File: src/rtl/seq001_pkg.sv
package seq001_pkg;
  localparam int ST_W = 2;

  // Three-state detector codes; 2'b11 unused
  localparam logic [ST_W-1:0] ML_IDLE = 2'b00;
  localparam logic [ST_W-1:0] ML_ONE0 = 2'b01;
  localparam logic [ST_W-1:0] ML_TWO0 = 2'b10;
  localparam logic [ST_W-1:0] ML_BAD  = 2'b11;

  typedef enum logic [ST_W-1:0] {
    MR_IDLE = 2'b00,
    MR_ONE0 = 2'b01,
    MR_TWO0 = 2'b10,
    MR_HIT  = 2'b11
  } moore_st_e;
endpackage

File: src/rtl/seq001_mealy.sv
module seq001_mealy
  import seq001_pkg::*;
(
  input  logic clk,
  input  logic rst,
  input  logic din,
  output logic hit
);
  logic [ST_W-1:0] q;
  logic [ST_W-1:0] d;

  // Sum-of-products next-state; code 11 lands on 10 (din=0) or 00 (din=1)
  always_comb begin
    d[1] = (~din & q[0]) | (~din & q[1]);
    d[0] = ~q[1] & ~q[0] & ~din;
  end

  assign hit = q[1] & din;

  always_ff @(posedge clk) begin
    if (rst) q <= ML_IDLE;
    else     q <= d;
  end

  // unused code never occupied
  p_legal_code_r7: assert property (@(posedge clk) disable iff (rst)
    q != ML_BAD);

  // a hit needs the previous sample to be a zero
  p_hit_after_zero_r2: assert property (@(posedge clk) disable iff (rst)
    hit |-> !$past(din));

  // leaving the two-zero state always goes through a 1 sample
  p_two0_exit_r3: assert property (@(posedge clk) disable iff (rst)
    (q == ML_TWO0) && din |=> q == ML_IDLE);
endmodule

File: src/rtl/seq001_moore.sv
module seq001_moore
  import seq001_pkg::*;
(
  input  logic clk,
  input  logic rst,
  input  logic din,
  output logic hit
);
  moore_st_e st, st_nx;

  always_comb begin
    unique case (st)
      MR_IDLE: st_nx = din ? MR_IDLE : MR_ONE0;
      MR_ONE0: st_nx = din ? MR_IDLE : MR_TWO0;
      MR_TWO0: st_nx = din ? MR_HIT  : MR_TWO0;
      MR_HIT:  st_nx = din ? MR_IDLE : MR_ONE0;
      default: st_nx = MR_IDLE;
    endcase
  end

  assign hit = (st == MR_HIT);

  always_ff @(posedge clk) begin
    if (rst) st <= MR_IDLE;
    else     st <= st_nx;
  end

  // hit state only entered from two-zero state on a 1
  p_hit_entry_r4: assert property (@(posedge clk) disable iff (rst)
    $rose(hit) |-> ($past(st) == MR_TWO0) && $past(din));

  // hit lasts a single cycle
  p_hit_single_r4: assert property (@(posedge clk) disable iff (rst)
    hit |=> !hit);
endmodule

File: src/rtl/pat001_detector.sv
module pat001_detector
  import seq001_pkg::*;
(
  input  logic clk,
  input  logic rst,
  input  logic serial_in,
  output logic match_mealy,
  output logic match_moore
);
  seq001_mealy u_mealy (
    .clk (clk),
    .rst (rst),
    .din (serial_in),
    .hit (match_mealy)
  );

  seq001_moore u_moore (
    .clk (clk),
    .rst (rst),
    .din (serial_in),
    .hit (match_moore)
  );

  // registered detect trails the combinational one by one cycle
  p_lag_high_r5: assert property (@(posedge clk) disable iff (rst)
    match_mealy |=> match_moore);
  p_lag_low_r5: assert property (@(posedge clk) disable iff (rst)
    !match_mealy |=> !match_moore);
endmodule

File: config.mk
export PLATFORM = sky130hd
export DESIGN_NAME = pat001_detector
export DESIGN_NICKNAME = d
export VERILOG_FILES = /design/src/rtl/seq001_pkg.sv /design/src/rtl/seq001_mealy.sv /design/src/rtl/seq001_moore.sv /design/src/rtl/pat001_detector.sv
export SDC_FILE = /design/constraint.sdc
export NUM_CORES = 1
export LEC_CHECK = 0
export CAP_MARGIN = 40
export CORE_AREA = 2 2 39 41
export CTS_BUF_LIST = sky130_fd_sc_hd__clkbuf_2
export CTS_CLUSTER_DIAMETER = 200
export DETAILED_ROUTE_END_ITERATION = 8
export DIE_AREA = 0 0 41 43
export GPL_TIMING_DRIVEN = 0
export SYNTH_ARGS = -nofsm -noshare
export SYNTH_HDL_FRONTEND = slang
export SYNTH_SLANG_ARGS = --single-unit
File: constraint.sdc
create_clock -name clk -period 2.05 [get_ports clk]
set_input_delay 0.205 -clock clk [delete_from_list [all_inputs] [get_ports clk]]
set_output_delay 0.205 -clock clk [all_outputs]
set_load 0.1 [all_outputs]
==> summary.txt <==
Synth
  • Gate Count Post-Synth: 17
  • Post-synthesis sequential area ratio: 0.464
  • Post-synthesis simple-gate area fraction: 0.174
  • Mux cell area share after synthesis: 0.0580
  • XOR/XNOR Fraction of Synth Area: 0
  • Register bit total from synthesis: 4
  • Compound-cell area share of the yosys netlist: 0.0435
  • Post-Synthesis Net Count: 23
  • Adder-Cell Fraction of Synth Area: 0.217
  • Syn_area_per_cell: between 10 and 15 sq um
  • Synth cell types: 9
  • YS warnings: 0
  • Largest family of logic cells by synthesized area: adder cells
  • Mapped cell area: between 150 and 200 sq um

Placed design
  • Place WS: approximately 0.20 ns
  • RD Place Congestion: approximately 0.55
  • IO Port Bufs: 4
  • Post-DP Area: ~260 sq um

Setup path
  • Critical Path AT: between 1.5 and 2 ns
  • Worst Setup End Kind: output pin
  • Critical path required time: roughly 1.9 ns
  • WS Path Type: primary input to output pin
  • Max FO, Critical Path: 5
  • Startpoint Class: primary input

CTS
  • CTS Buffer Depth: 2
  • CTS tree: done
  • Post-CTS Resized: 0
  • Hold-fix buffers at CTS: 0
  • CTS clk-pin slew, worst paths: ~0.040 ns
  • Clock Sinks: 4
  • Setup repair bufs after CTS: 0
  • H-tree depth: 1
  • Clk root buf: clkbuf_2
  • CTS Buf Count: 3
  • Skew-Pair Late Insertion Delay: 0.20 ns

Power
  • Power Density: just over 700 mW/mm^2
  • Combinational Power Share: 0.196
  • Clock power frac: 0.348
  • Peak supply drop: about 0.00018 V
  • NetSw: 0.0557 mW
  • Leakage power total: between 0.1 and 0.15 nW
  • Sw Share: 0.282
  • Sequential Power Share: 0.456
  • P_int: roughly 0.14 mW

Global route
  • Initial antenna violation count: 0
  • Gr ovfl total: 0
  • Gr usage total: 0.0512
  • GR Util met1: 0.0579
  • Vias in the first global route: 136
  • M3 GR Usage: 0.0471
  • First-pass GRT wire length: around 510 um
  • Met2 Resource Use GR: 0.0469
  • Largest net degree at the start of global routing: 6
  • Global route hottest layer: met4

Floorplanning
  • Starting Density: 0.125
  • Site Rows: 14
  • Core area: ~0.0014 sq mm
  • I/O pin count: 5
  • Die area: 0.00176 sq mm
  • Die width: between 40 and 50 um
  • Die Ht: about 43 um

STA
  • Hold Vio Cnt, Final: 0
  • Final Max Tran Viols: 0
  • Setup-failing EPs final: 0
  • Final hold slack: 0.417 ns
  • Worst setup margin: about 0.19 ns
  • Worst Clk Skew: between 0.00001 and 0.000015 ns
  • Peak Freq: 0.539 GHz
  • RSZ-0062 raised after global routing: false
  • Post-layout min period: between 1.5 and 2 ns
  • Max transition margin: 0.855
  • Measured slew at the worst slew-check pin: 0.216 ns
  • Final period util: 0.906
  • Final TNS setup: 0 ns

Detailed routing
  • Detailed Route Iter0 Violations: 3
  • Total routed wirelength: slightly above 300 um
  • Vias/cell: around 3.4
  • # DRC: 0
  • Vias: between 100 and 150
  • Final antenna-violating net count: 0
  • WL per Instance: 7.31 um
  • First-pass detailed-route iteration total: 4

Cells and area
  • Area of the multi-input gates: about 85 sq um
  • Fillers: 150
  • Register Area: ~80 sq um
  • Core Util, Final: 0.201
  • Synthesis-to-layout area growth: 60.9%
  • Fin nets: 34
  • Share of cells above drive strength 1: 0.231
  • Post-route cell area: around 280 sq um
  • Antenna cells: 0

Outcome
  • Status: finished clean

Hold path
  • Hold WC Path Type: register to register

Job
  • Max_cap viols: 0
## cell families after synthesis
family,after synthesis
AO/OA/AOI/OAI,1
adder cells (fa/ha/maj),3
buffers and inverters,2
flip-flops,4
multiplexers,1
AND/OR/NAND/NOR,6
## sequential cells by signal (all words and copies together) (netlist names)
signal and cells:
u_mealy.q 2, u_moore.st 2
## final cells by class
class	count	share of cell area
Multi-Input combinational cell	11	0.306
Timing Repair Buffer	6	0.252
Sequential cell	4	0.288
Inverter	2	0.0270
Clock buffer	3	0.0541
Tap cell	16	0.0721
## critical path, cell delays in order
cell and delay [ns]:
clkdlybuf4s50_1 0.57, and2_2 0.17, clkdlybuf4s50_1 0.50, buf_8 0.20
## cell usage after synthesis
| master | number | area [sq um] |
|---|---|---|
| nor4_1 | 1 | 6.26 |
| inv_1 | 2 | 7.51 |
| a211oi_1 | 1 | 7.51 |
| nor3_1 | 1 | 5.00 |
| and2_2 | 1 | 7.51 |
| mux2i_1 | 1 | 10.0 |
| ha_1 | 3 | 37.5 |
| nor2_1 | 3 | 11.3 |
| dfxtp_1 | 4 | 80.1 |
## path summary, 6_finish.rpt
check | depth (start not counted) | endpoint | slack [ns] | start
min | 1 | u_mealy.q[0] | 0.42 | u_mealy.q[0]
max reg2reg | 4 | u_moore.st[0] | 1.05 | u_moore.st[0]
max | 4 | match_mealy | 0.19 | serial_in
min reg2reg | 1 | u_mealy.q[0] | 0.42 | u_mealy.q[0]
## power groups by stage
stage / clock network (mW) / logic (mW) / registers (mW)
global placement: 0 / 0.0337 / 0.0913
finish: 0.0687 / 0.0387 / 0.0901
CTS: 0.0754 / 0.0390 / 0.0900
floorplan: 0 / 0.0246 / 0.0902
global route: 0.0786 / 0.0444 / 0.0905
detailed placement: 0 / 0.0389 / 0.0914
## stage by stage
stage	std cells	power (mW)
after floorplan	17	0.115
after global placement	37	0.125
after detailed placement	39	0.130
after CTS	42	0.204
after global routing	42	0.213
final	42	0.197
## cell usage in the layout (no fill, tap or decap)
master           instances
a211oi_1                 1
and2_2                   1
clkdlybuf4s50_1          4
clkbuf_2                 3
nor3_1                   1
nor2_1                   3
dfxtp_1                  4
buf_8                    2
inv_1                    2
mux2i_1                  1
nor4_1                   1
ha_1                     3
## layer usage
| layer | vias to the layer above | routed length, um |
|---|---|---|
| li1 | 74 | - |
| met1 | 58 | 135 |
| met2 | 9 | 127 |
| met3 | 0 | 44 |
| met4 | 0 | 0 |
| met5 | - | 0 |
No activity file was read; power rests on OpenSTA's default activity.
